`src/rtl/xmem_pkg.sv`:
```
package xmem_pkg;

  typedef enum logic [2:0] {
    PH_IDLE,
    PH_ADDR,
    PH_SETUP,
    PH_STROBE,
    PH_TAIL
  } phase_t;

  // cycles spent in one phase; the tail depends on the direction
  function automatic int unsigned phase_len(phase_t ph, logic wr,
                                            int unsigned a_cyc, int unsigned s_cyc,
                                            int unsigned w_cyc, int unsigned f_cyc,
                                            int unsigned h_cyc);
    case (ph)
      PH_ADDR:   return a_cyc;
      PH_SETUP:  return s_cyc;
      PH_STROBE: return w_cyc;
      PH_TAIL:   return wr ? h_cyc : f_cyc;
      default:   return 1;
    endcase
  endfunction

  function automatic phase_t next_phase(phase_t ph);
    case (ph)
      PH_ADDR:   return PH_SETUP;
      PH_SETUP:  return PH_STROBE;
      PH_STROBE: return PH_TAIL;
      default:   return PH_IDLE;
    endcase
  endfunction

  function automatic int unsigned max2(int unsigned x, int unsigned y);
    return (x > y) ? x : y;
  endfunction

endpackage

```
`src/rtl/xmem_phase_ctrl.sv`:
```
module xmem_phase_ctrl
  import xmem_pkg::*;
#(
  parameter int unsigned ALE_CYC   = 2,
  parameter int unsigned SETUP_CYC = 3,
  parameter int unsigned STB_CYC   = 6,
  parameter int unsigned FLOAT_CYC = 2,
  parameter int unsigned HOLD_CYC  = 1,
  parameter int unsigned CNT_W     = 3
) (
  input  logic   clk,
  input  logic   rst_n,
  input  logic   req,
  input  logic   we,
  output phase_t phase,
  output logic   is_wr,
  output logic   first,
  output logic   last,
  output logic   accept
);

  logic [CNT_W-1:0] cnt;
  logic [CNT_W-1:0] len_m1;

  assign len_m1 = CNT_W'(phase_len(phase, is_wr, ALE_CYC, SETUP_CYC,
                                   STB_CYC, FLOAT_CYC, HOLD_CYC) - 1);
  assign first  = (cnt == '0);
  assign last   = (phase != PH_IDLE) && (cnt == len_m1);
  assign accept = (phase == PH_IDLE) && req;

  always_ff @(posedge clk) begin
    if (!rst_n) begin
      phase <= PH_IDLE;
      cnt   <= '0;
      is_wr <= 1'b0;
    end else if (accept) begin
      phase <= PH_ADDR;
      cnt   <= '0;
      is_wr <= we;
    end else if (last) begin
      phase <= next_phase(phase);
      cnt   <= '0;
    end else if (phase != PH_IDLE) begin
      cnt   <= cnt + 1'b1;
    end
  end

endmodule

```
`src/rtl/xmem_pin_decode.sv`:
```
module xmem_pin_decode
  import xmem_pkg::*;
(
  input  phase_t phase,
  input  logic   is_wr,
  input  logic   first,
  output logic   ale,
  output logic   rd_n,
  output logic   wr_n,
  output logic   ad_oe,
  output logic   sel_data
);

  logic addr_drv;
  logic data_drv;
  logic strobe;

  assign strobe   = (phase == PH_STROBE);
  assign ale      = (phase == PH_ADDR);
  assign rd_n     = !(strobe && !is_wr);
  assign wr_n     = !(strobe && is_wr);
  // address held one cycle past the latch edge
  assign addr_drv = ale || ((phase == PH_SETUP) && first);
  assign data_drv = is_wr && (((phase == PH_SETUP) && !first) || strobe ||
                              (phase == PH_TAIL));
  assign ad_oe    = addr_drv || data_drv;
  assign sel_data = data_drv;

endmodule

```
`src/rtl/xmem_datapath.sv`:
```
module xmem_datapath #(
  parameter int unsigned ADDR_W = 16,
  parameter int unsigned DATA_W = 8
) (
  input  logic              clk,
  input  logic              rst_n,
  input  logic              accept,
  input  logic              smp_evt,
  input  logic              fin_evt,
  input  logic              sel_data,
  input  logic [ADDR_W-1:0] addr,
  input  logic [DATA_W-1:0] wdata,
  input  logic [DATA_W-1:0] ad_in,
  output logic [ADDR_W-DATA_W-1:0] addr_hi,
  output logic [DATA_W-1:0] ad_out,
  output logic [DATA_W-1:0] rdata,
  output logic              done
);

  logic [ADDR_W-1:0] addr_q;
  logic [DATA_W-1:0] wdata_q;

  always_ff @(posedge clk) begin
    if (!rst_n) begin
      addr_q  <= '0;
      wdata_q <= '0;
      rdata   <= '0;
      done    <= 1'b0;
    end else begin
      if (accept) begin
        addr_q  <= addr;
        wdata_q <= wdata;
      end
      if (smp_evt) rdata <= ad_in;
      done <= fin_evt;
    end
  end

  assign addr_hi = addr_q[ADDR_W-1:DATA_W];
  assign ad_out  = sel_data ? wdata_q : addr_q[DATA_W-1:0];

endmodule

```
`src/rtl/xmem_seq.sv`:
```
module xmem_seq
  import xmem_pkg::*;
#(
  parameter int unsigned ADDR_W    = 16,
  parameter int unsigned DATA_W    = 8,
  parameter int unsigned ALE_CYC   = 2,
  parameter int unsigned SETUP_CYC = 3,
  parameter int unsigned STB_CYC   = 6,
  parameter int unsigned FLOAT_CYC = 2,
  parameter int unsigned HOLD_CYC  = 1
) (
  input  logic                     clk,
  input  logic                     rst_n,
  input  logic                     req,
  input  logic                     we,
  input  logic [ADDR_W-1:0]        addr,
  input  logic [DATA_W-1:0]        wdata,
  output logic [DATA_W-1:0]        rdata,
  output logic                     done,
  output logic                     ale,
  output logic                     rd_n,
  output logic                     wr_n,
  output logic [ADDR_W-DATA_W-1:0] addr_hi,
  output logic [DATA_W-1:0]        ad_out,
  output logic                     ad_oe,
  input  logic [DATA_W-1:0]        ad_in
);

  localparam int unsigned MAX_CYC = max2(max2(max2(ALE_CYC, SETUP_CYC), STB_CYC),
                                         max2(FLOAT_CYC, HOLD_CYC));
  localparam int unsigned CNT_W   = $clog2(MAX_CYC + 1);

  phase_t phase;
  logic   is_wr;
  logic   first;
  logic   last;
  logic   accept;
  logic   sel_data;
  // named events for the checker
  logic   smp_evt;
  logic   fin_evt;

  assign smp_evt = (phase == PH_STROBE) && last && !is_wr;
  assign fin_evt = (phase == PH_TAIL) && last;

  xmem_phase_ctrl #(
    .ALE_CYC(ALE_CYC), .SETUP_CYC(SETUP_CYC), .STB_CYC(STB_CYC),
    .FLOAT_CYC(FLOAT_CYC), .HOLD_CYC(HOLD_CYC), .CNT_W(CNT_W)
  ) u_ctrl (
    .clk(clk), .rst_n(rst_n), .req(req), .we(we), .phase(phase),
    .is_wr(is_wr), .first(first), .last(last), .accept(accept)
  );

  xmem_pin_decode u_pins (
    .phase(phase), .is_wr(is_wr), .first(first), .ale(ale), .rd_n(rd_n),
    .wr_n(wr_n), .ad_oe(ad_oe), .sel_data(sel_data)
  );

  xmem_datapath #(.ADDR_W(ADDR_W), .DATA_W(DATA_W)) u_dp (
    .clk(clk), .rst_n(rst_n), .accept(accept), .smp_evt(smp_evt),
    .fin_evt(fin_evt), .sel_data(sel_data), .addr(addr), .wdata(wdata),
    .ad_in(ad_in), .addr_hi(addr_hi), .ad_out(ad_out), .rdata(rdata),
    .done(done)
  );

endmodule

```
`config.mk`:
```
export PLATFORM = sky130hd
export DESIGN_NAME = xmem_seq
export DESIGN_NICKNAME = d
export VERILOG_FILES = /design/src/rtl/xmem_pkg.sv /design/src/rtl/xmem_phase_ctrl.sv /design/src/rtl/xmem_pin_decode.sv /design/src/rtl/xmem_datapath.sv /design/src/rtl/xmem_seq.sv
export SDC_FILE = /design/constraint.sdc
export NUM_CORES = 1
export LEC_CHECK = 0
export BUFFER_PORTS_ARGS = -buffer_cell sky130_fd_sc_hd__buf_2
export CAP_MARGIN = 20
export CORE_ASPECT_RATIO = 0.7
export CORE_MARGIN = 2
export CORE_UTILIZATION = 50
export DETAILED_ROUTE_END_ITERATION = 8
export GPL_TIMING_DRIVEN = 0
export PLACE_DENSITY = 0.82
export SLEW_MARGIN = 20
export SYNTH_ARGS = -nofsm -noshare
export SYNTH_HDL_FRONTEND = slang
export SYNTH_HIERARCHICAL = 1
export SYNTH_SLANG_ARGS = --single-unit
```
`constraint.sdc`:
```
create_clock -name clk -period 3.9 [get_ports clk]
set_input_delay 0 -clock clk [delete_from_list [all_inputs] [get_ports clk]]
set_output_delay 0 -clock clk [all_outputs]
set_load 0.005 [all_outputs]
```
# Yosys cells after proc, flatten, opt, wreduce, memory -nomap -nowiden
# Index checks and enable logic that the tools add are counted.
dict set report op_classes {
  add_sub_neg 2
  n_mul 0
  div 0
  n_lt_le_gt_ge 0
  n_eq_ne 5
  n_shift 0
  muxes 6
  bitwise 1
  n_reduce_logical 24
}
# cell count
set op_table {}
lappend op_table {{3-bit one-hot mux with 4 select lines} 1}
lappend op_table {{1-bit logical AND} 10}
lappend op_table {{3-bit one-hot mux with 3 select lines} 1}
lappend op_table {{8-bit 2-to-1 mux} 1}
lappend op_table {{3-bit by 2-bit equality test with 1-bit output, second input constant} 2}
lappend op_table {{3-bit zero test} 2}
lappend op_table {{1-bit zero test} 4}
lappend op_table {{1-bit logical OR} 4}
lappend op_table {{3-bit by 1-bit adder with 3-bit output, second input constant} 1}
lappend op_table {{3-bit by 1-bit equality test with 1-bit output, second input constant} 1}
lappend op_table {{3-bit equality test} 1}
lappend op_table {{3-bit equality test, second input constant} 1}
lappend op_table {{3-bit nonzero test} 1}
lappend op_table {{3-bit OR reduction} 1}
lappend op_table {{3-bit by 1-bit subtractor with 3-bit output, second input constant} 1}
lappend op_table {{1-bit 2-to-1 mux} 2}
lappend op_table {{2-bit 2-to-1 mux} 1}
lappend op_table {{2-bit nonzero test} 1}
lappend op_table {{2-bit OR reduction} 1}
lappend op_table {{1-bit inverter} 1}
dict set report totals {
  register_bits 40
  latchBits 0
  mem_bits_rw 0
  romBits 0
  inputBits 36
  output_inout_bits 29
  mem_count 0
}

# Logic depth before layout (Yosys ltp)
# Gate-level depths: netlist (run 1).
dict set report logic_depth {
  depth_word 7
  ltp_mapped 13
  ltp_nobuf 12
}

# Modules after synthesis
# The synthesis (run 1) kept the hierarchy.
# mod n_inst cells_per_inst area_each_um2
set by_module_without_submodules {}
lappend by_module_without_submodules {xmem_datapath 1 122 1412.6}
lappend by_module_without_submodules {xmem_phase_ctrl 1 54 460.4}
lappend by_module_without_submodules {xmem_pin_decode 1 15 96.3}
lappend by_module_without_submodules {xmem_seq 1 4 21.3}

# Worst setup path before layout (run 1)
# OpenSTA, ideal clock, no wires.
dict set report synth_path {
  path_kind {register to register}
  from {register u_ctrl.phase[2]}
  to {register u_dp.rdata[0]}
  arrival_ns 2.584
  required_ns 3.784
  slack_ns 1.200
  stages_incl_launch_ff 14
  path_buffers 1
  path_cell_list {dfxtp_1 or4b_4 nand2_1 nor2_1 ha_1 xor2_1 xnor2_1 o2111ai_4 inv_2 nand4b_1 nor2_1 buf_4 mux2i_1 nor2b_1}
}
dict set report synth_via {
  elab_chain_cells 7
  elab_cells_between_ends 11
  classes_between {add/sub (1); eq/ne (5); mux (1); reduce/logical (4)}
}
# element line_no
set synth_lines {}
lappend synth_lines {{start: declaration} xmem_phase_ctrl.sv:15} ;# output phase_t phase,
lappend synth_lines {{start signal: assignment} xmem_phase_ctrl.sv:41} ;# phase <= next_phase(phase);
lappend synth_lines {{3-bit equality test (tied with other cells)} xmem_pkg.sv:16} ;# case (ph)
lappend synth_lines {{3-bit one-hot mux with 4 select lines} xmem_pkg.sv:16}
lappend synth_lines {{3-bit by 1-bit subtractor with 3-bit output} xmem_phase_ctrl.sv:26} ;# STB_CYC, FLOAT_CYC, HOLD_CYC) - 1);
lappend synth_lines {{3-bit equality test} xmem_phase_ctrl.sv:28} ;# assign last = (phase != PH_IDLE) && (cnt == len_m1);
lappend synth_lines {{1-bit logical AND (*)} xmem_phase_ctrl.sv:28}
lappend synth_lines {{net last} xmem_seq.sv:36} ;# logic last;
lappend synth_lines {{1-bit logical AND (*) (2 in a row)} xmem_seq.sv:43} ;# assign smp_evt = (phase == PH_STROBE) && last && !is_wr;
lappend synth_lines {{net smp_evt} xmem_seq.sv:40} ;# logic smp_evt;
lappend synth_lines {{end signal: assignment} xmem_datapath.sv:34} ;# if (smp_evt) rdata <= ad_in;
lappend synth_lines {{end: declaration} xmem_datapath.sv:16} ;# output logic [DATA_W-1:0] rdata,
# The timed path passes the listed nets; every way through them passes the cells marked *.
# A chain may end at the register's enable or synchronous reset.

# Worst setup path after layout (run 1)
dict set report layout_path {
  from {register u_ctrl.phase[2]}
  to {register u_dp.rdata[2]}
}
# The elaborated chain is that of the path after synthesis.

==> results of run 1 <==
-- how the worst min path moves through the flow --
stage	to	slack, ns	from	cells after the start
floorplan	u_dp/wdata_q[7]	0.13	rst_n	1
global placement	u_ctrl/is_wr	0.24	we	3
detailed placement	u_ctrl/is_wr	0.25	we	3
CTS	u_dp/addr_q[15]	0.002	addr[15]	3
global route	u_dp/addr_q[15]	0.02	addr[15]	3
finish	u_dp/addr_q[15]	0.004	addr[15]	3
-- sequential cells by signal, indices dropped and copies added (netlist names) --
register / count
u_dp/addr_q: 16
u_dp/rdata: 8
u_dp/wdata_q: 8
u_ctrl/cnt: 3
u_ctrl/phase: 3
u_ctrl/is_wr: 1
u_dp/done: 1
-- synthesized netlist by cell type, drive strengths merged, types with 4 or more instances --
library cell   n  area share
dfxtp         40        0.40
nor2b         36        0.11
mux2i         34        0.17
buf           14       0.068
nor2          10       0.019
nand2          9       0.017
mux2           8       0.045
a21oi          5       0.018
inv            4      0.0075
-- cells by family after synthesis --
| logic type | count (synthesis) | share of synthesized area |
|---|---|---|
| xor gates and xnor gates | 3 | 0.01320 |
| adders and majority gates | 3 | 0.01886 |
| and+or+nand+nor | 74 | 0.2162 |
| muxes | 42 | 0.2162 |
| buffers and inverters | 21 | 0.08107 |
| AOI/OAI and AO/OA | 12 | 0.05217 |
| DFF | 40 | 0.4023 |
-- power groups by stage --
| stage | logic (mW) | registers (mW) | clock network, mW |
|---|---|---|---|
| floorplan | 0.351 | 0.503 | 0 |
| global placement | 0.439 | 0.513 | 0 |
| detailed placement | 0.450 | 0.515 | 0 |
| CTS | 0.476 | 0.507 | 0.397 |
| global route | 0.529 | 0.516 | 0.415 |
| finish | 0.476 | 0.508 | 0.386 |
-- metal layers --
layer  vias up  GRT usage
met3         3    0.06109
met5         -          0
met1       730     0.2578
met2        53     0.3245
li1        858          -
met4         0    0.04926
-- cell usage in the layout, fill, tap and decap left out, types with 2 or more instances in the layout --
| cell | n |
|---|---|
| dlygate4sd3_1 | 32 |
| ha_1 | 3 |
| inv_1 | 3 |
| dfxtp_1 | 40 |
| buf_6 | 2 |
| nor2b_1 | 36 |
| buf_4 | 9 |
| and2_1 | 2 |
| clkbuf_8 | 5 |
| or3_1 | 3 |
| nor2_1 | 10 |
| nand2b_1 | 2 |
| xor2_1 | 2 |
| buf_2 | 65 |
| nand3_1 | 3 |
| a21oi_1 | 4 |
| a211oi_1 | 2 |
| nand3b_1 | 3 |
| buf_12 | 2 |
| mux2_2 | 8 |
| bufinv_16 | 2 |
| nor3_1 | 2 |
| nand2_1 | 9 |
| clkbuf_1 | 3 |
| mux2i_1 | 34 |
-- critical path: cells and delay by family, from the launching register on --
family	cells	cell delay [ns]
mux	1	0.22
compound gates	1	0.19
fa+ha+maj	1	0.18
buf+inv	2	0.34
xor+xnor	2	0.37
simple gates	6	0.99
flops	1	0.60
-- stage by stage --
stage	total power, mW	std cells	cell area (um2)
3_3_place_gp	0.9521	311	2376
6_report	1.371	350	2825
5_1_grt	1.460	350	2825
2_1_floorplan	0.8548	195	1991
4_1_cts	1.380	350	2825
3_5_place_dp	0.9650	311	2376
-- what timing repair did --
item,in CTS,in global routing
setup endpoints to repair,0,0
hold buffers,32,0
buffers inserted,0,0
endpoints found under the hold margin,32,0
-- layout make-up --
| type | instances | area [um2] |
|---|---|---|
| Fill cell | 284 | 1050 |
| Multi-Input combinational cell | 134 | 1028 |
| Sequential cell | 40 | 800.8 |
| Timing Repair Buffer | 96 | 640.6 |
| Buffer | 17 | 146.4 |
| Clock buffer | 5 | 68.82 |
| Tap cell | 52 | 65.06 |
| Clock inverter | 2 | 60.06 |
| Inverter | 4 | 15.01 |
==> reports/metrics.cfg, run 1 <==
[drt]
dr.pass1.iters=4
first_iter_violations=68
wl_um=4251
avgViaCountPerCell=4.697
drt-met1-wl_um=2013
highest_layer=met4
met3_length_um=273
drc=0
routedWlPerCell_um=12.15
ant_nets=0
via_count=1644
route.met2.wl_um=1945

[floorplan]
core-area_mm2=0.003875
die_h_um=56.79
pin_count=65
initial_core_util=0.5137
fp.dieW_um=79.42
die-area_mm2=0.004510
row_count=19

[placement]
place.gp.congestion=0.8331
place_ws_ns=0.9401
numPortBuffers=64
hpwl_um=2814

[global_route]
grt.total_usage=0.1989
grt_pass1_vias=1583
grt_pass1_wl_um=7038
grt_max_degree=17
grt_overflow=0
antenna_found_initial=0

[layout]
fin_nets=337
final_util=0.7291
drive_gt1_frac=0.3289
diodes=0
areaGrowthSynthToFinish_pct=41.92

[timing]
fin_hold_ws_ns=0.003645
tns_ns=0
fmax_mhz=333.9
fin_crit_ns=2.995
setup_slack_ns=0.9052
final_hold_viol_count=0
setup_viol=0
worst_pin_slew_ns=0.4499
max_slew_margin=0.6997
rsz0062_at_grt=no
slew_violations=0
post-route-period-util=0.7679
skew_ns=0.005561

[pwr]
power_density_mw_per_mm2=485.1
p_clk_frac=0.282
p_sw_mw=0.4027
p_sw_frac=0.2938
leakage_nw=1.260
p_int_mw=0.9678
pwr-share-seq=0.371
power_frac_comb=0.348
ir_worst_vdd_v=0.0003021

[synth]
synthArstFlopShare=0
synth_edf_count=0
syn_nets=234
synth_area_mm2=0.001991
yosys_warnings=6
synth-main-ff-cell=dfxtp_1
synth.yosys.seq_area_share=0.4023
synth_seq_cells=40
synthCells=195
synth.avg_cell_area_um2=10.21
synth_cell_types=34

[run_status]
outcome=finished, final reports clean

[clocking]
root_buffer=clkbuf_8
cts_buffers=5
clk_path_buf_depth=2
insertion_delay_ns=0.28
cts.htree.levels=2
cts_resized=0
clkTransAtPathRegs_ns=0.08
cts_sinks=40
cts_tree=done

[critical_path]
max_stage_delay_ns=0.60
rrSetupSlack_ns=0.91
required_ns=4.08
critPathMaxFanout=16
worstSetupEndpointType=register
crit_path_top_delay_cell=dfxtp_1
crit_end=u_dp/rdata[2]
rr_startpoint=u_ctrl/phase[2]
reg2regPathDepth=13
crit_start=u_ctrl/phase[2]
arrival_ns=3.18
reg2reg_to=u_dp/rdata[2]
crit_type=reg -> reg
start_kind=register
crit_chain=or4b_4 -> nand2_1 -> nor2_1 -> ha_1 -> xor2_1 -> xnor2_1 -> o2111ai_4 -> inv_2 -> nand4b_1 -> nor2_1 -> buf_4 -> mux2i_1 -> nor2b_1
crit_path_frequent_cell=nor2_1

[hold_path]
min_path_type=in -> reg

[run]
maxCapViolations=0

Note: power is estimated with default switching activity, not from simulation.
==> run 2: changes to the inputs <==
--- a/config.mk
+++ b/config.mk
@@ -5,14 +5,15 @@
 export SDC_FILE = /design/constraint.sdc
 export NUM_CORES = 1
 export LEC_CHECK = 0
+export ABC_AREA = 1
 export BUFFER_PORTS_ARGS = -buffer_cell sky130_fd_sc_hd__buf_2
 export CAP_MARGIN = 20
 export CORE_ASPECT_RATIO = 0.7
 export CORE_MARGIN = 2
-export CORE_UTILIZATION = 50
+export CORE_UTILIZATION = 46
 export DETAILED_ROUTE_END_ITERATION = 8
 export GPL_TIMING_DRIVEN = 0
-export PLACE_DENSITY = 0.82
+export PLACE_DENSITY = 0.79
 export SLEW_MARGIN = 20
 export SYNTH_ARGS = -nofsm -noshare
 export SYNTH_HDL_FRONTEND = slang
==> constraint.sdc (replaced) <==
create_clock -name clk -period 2.5 [get_ports clk]
set_input_delay 0 -clock clk [delete_from_list [all_inputs] [get_ports clk]]
set_output_delay 0 -clock clk [all_outputs]
set_load 0.005 [all_outputs]
==> run 2 against run 1 <==
Worst hold slack better by 0.0030 ns. Clock skew is 0.0033 ns lower. Clock power is 16% higher. Count of clock-buffer cells in the layout is 2 higher. Via count is 33% higher. Global-route usage is 0.68 points lower. Combinational power grew to 3.2 times the previous value. Critical path type unchanged. Critical endpoint unchanged. Largest cell class unchanged.
==> reports/metrics.cfg, run 2 <==
[clocking]
cts_tree=done
clk_path_buf_depth=2
root_buffer=clkbuf_8
cts_sinks=40
cts_buffers=5
clkTransAtPathRegs_ns=0.08
cts.htree.levels=2
insertion_delay_ns=0.29

[placement]
numPortBuffers=64
place_area_mm2=0.002500
hpwl_um=3303
place.gp.congestion=0.8187

[timing]
slew_violations=0
fin_crit_ns=2.346
post-route-period-util=0.9384
fin_hold_ws_ns=0.006667
worst_pin_slew_ns=0.2195
setup_viol=0
fmax_mhz=426.3
final_hold_viol_count=0
tns_ns=0
skew_ns=0.002300
max_slew_margin=0.8521

[layout]
fin_nets=477
top_regs=u_dp/addr_q: 16 flops, u_dp/rdata: 8 flops, u_dp/wdata_q: 8 flops
postLayoutCellArea_mm2=0.002885
fillerInstances=376
regArea_um2=809.5
diodes=0
largest_reg_flops=16
multi_input_area_um2=959.7
layout_commonest_cell=nand2_1
regMostFlops=u_dp/addr_q
drive_gt1_frac=0.2665
layout_common_cells=nand2_1, nor2_1, buf_2, inv_1, dfxtp_1
areaGrowthSynthToFinish_pct=36.69

[run]
maxCapViolations=0

[synth]
ys_top_cells_by_count=nand2_1, nor2_1, inv_1
synth_top_family_by_area=simple AND/OR/NAND/NOR gates
synth-xor-area-share=0
syn_nets=378
synth-compound-area-share=0.04564
yosys_warnings=6
synth-main-ff-cell=dfxtp_1
synth_edf_count=0
yosysMostFrequentCell=nand2_1
synth.yosys.seq_area_share=0.3794
yosys.area.top_type_share=0.3794
yosysTopAreaCell=dfxtp_1
synthMuxAreaShare=0
synth_cell_types=21
synthSimpleGateAreaFrac=0.3865
synth_area_leaders=dfxtp_1, nand2_1, nor2_1
synth_seq_cells=40
synthCells=339
synth_area_mm2=0.002111
synthAdderAreaFrac=0.01778
synthArstFlopShare=0
synth.avg_cell_area_um2=6.226

[floorplan]
die-area_mm2=0.005155
pin_count=65
row_count=20
initial_core_util=0.4820
die_h_um=60.68
fp.dieW_um=84.97
core-area_mm2=0.004379

[drt]
avgViaCountPerCell=4.425
wl_um=4807
routedWlPerCell_um=9.731
ant_nets=0
dr.pass1.iters=4
drc=0
via_count=2186
first_iter_violations=88

[critical_path]
arrival_ns=2.54
required_ns=2.69
worstSetupEndpointType=register
critPathMaxFanout=11
start_kind=register
crit_type=reg -> reg
reg2regPathDepth=16

[pwr]
leakage_nw=1.590
total_power_mw=2.953
power_density_mw_per_mm2=1024
ir_worst_vdd_v=0.0005309

[global_route]
grt_pass1_vias=1837
grt_max_degree=13
grt_pass1_wl_um=7741
grt_overflow=0
antenna_found_initial=0
grt.total_usage=0.1921

[hold_path]
min_path_type=in -> reg
whs_path_depth=5

[run_status]
outcome=finished, final reports clean

==> run 2: cells by family after synthesis <==
kind of cell | Yosys count
AO/OA/AOI/OAI | 17
AND/OR/NAND/NOR | 200
flip-flops | 40
adder cells (fa/ha/maj) | 3
buffers and inverters | 79
==> run 2: report_power, final <==
group	switching, mW	total [mW]	leakage, nW	internal (mW)
registers	0.154	0.987	0.330	0.833
clock network	0.222	0.446	0.0445	0.224
logic	0.831	1.52	1.22	0.689
==> run 2: metal layers <==
layer | GRT usage | wire, um | vias to the layer above
met5 | 0 | 0 | -
met4 | 0.08390 | 80 | 0
met3 | 0.03673 | 251 | 7
met2 | 0.3248 | 2054 | 63
met1 | 0.2456 | 2421 | 942
li1 | - | - | 1174
==> run 2: worst paths after layout <==
check                                      from             to  slack, ns
worst min-delay path                   ad_in[0]  u_dp/rdata[0]      0.007
worst max register to register  u_ctrl/phase[1]  u_dp/rdata[2]       0.15
worst max-delay path            u_ctrl/phase[1]  u_dp/rdata[2]       0.15
worst min register to register    u_dp/rdata[5]  u_dp/rdata[5]       0.47
==> run 2: what timing repair did <==
action,in CTS,in global routing
gates resized for setup,5,6
gates cloned,0,0
pin swaps,0,1
hold buffers,21,0
buffers inserted,0,7
endpoints found under the hold margin,21,0
endpoints found under the setup margin,8,8
==> run 2: worst max-delay path, stage by stage (launching register included) <==
cell and delay, ns:
dfxtp_4 0.40, nor2_4 0.16, nand3_1 0.12, nand2_2 0.10, a21oi_1 0.05, ha_1 0.28, or2_2 0.29, nand3_2 0.10
a21oi_4 0.05, nand2_4 0.08, clkinv_2 0.07, nand2_1 0.07, nor2_1 0.04, buf_4 0.15, buf_6 0.14, nor2_1 0.11
nor2_1 0.05
==> run 2: layout make-up <==
type / instances / area share
Tap cell: 55 / 0.02385
Buffer: 20 / 0.04987
Multi-Input combinational cell: 220 / 0.3326
Sequential cell: 40 / 0.2806
Clock inverter: 1 / 0.002602
Inverter: 59 / 0.07849
Timing Repair Buffer: 92 / 0.2021
Clock buffer: 7 / 0.02992
==> run 2: stage by stage <==
step | util | std cells | setup slack [ns]
floorplan | - | 339 | 0.06509
global placement | 0.5709 | 458 | -0.1891
detailed placement | 0.5709 | 458 | -0.2397
CTS | 0.6429 | 487 | 0.02290
global route | 0.6589 | 494 | -0.02448
finish | 0.6589 | 494 | 0.1541
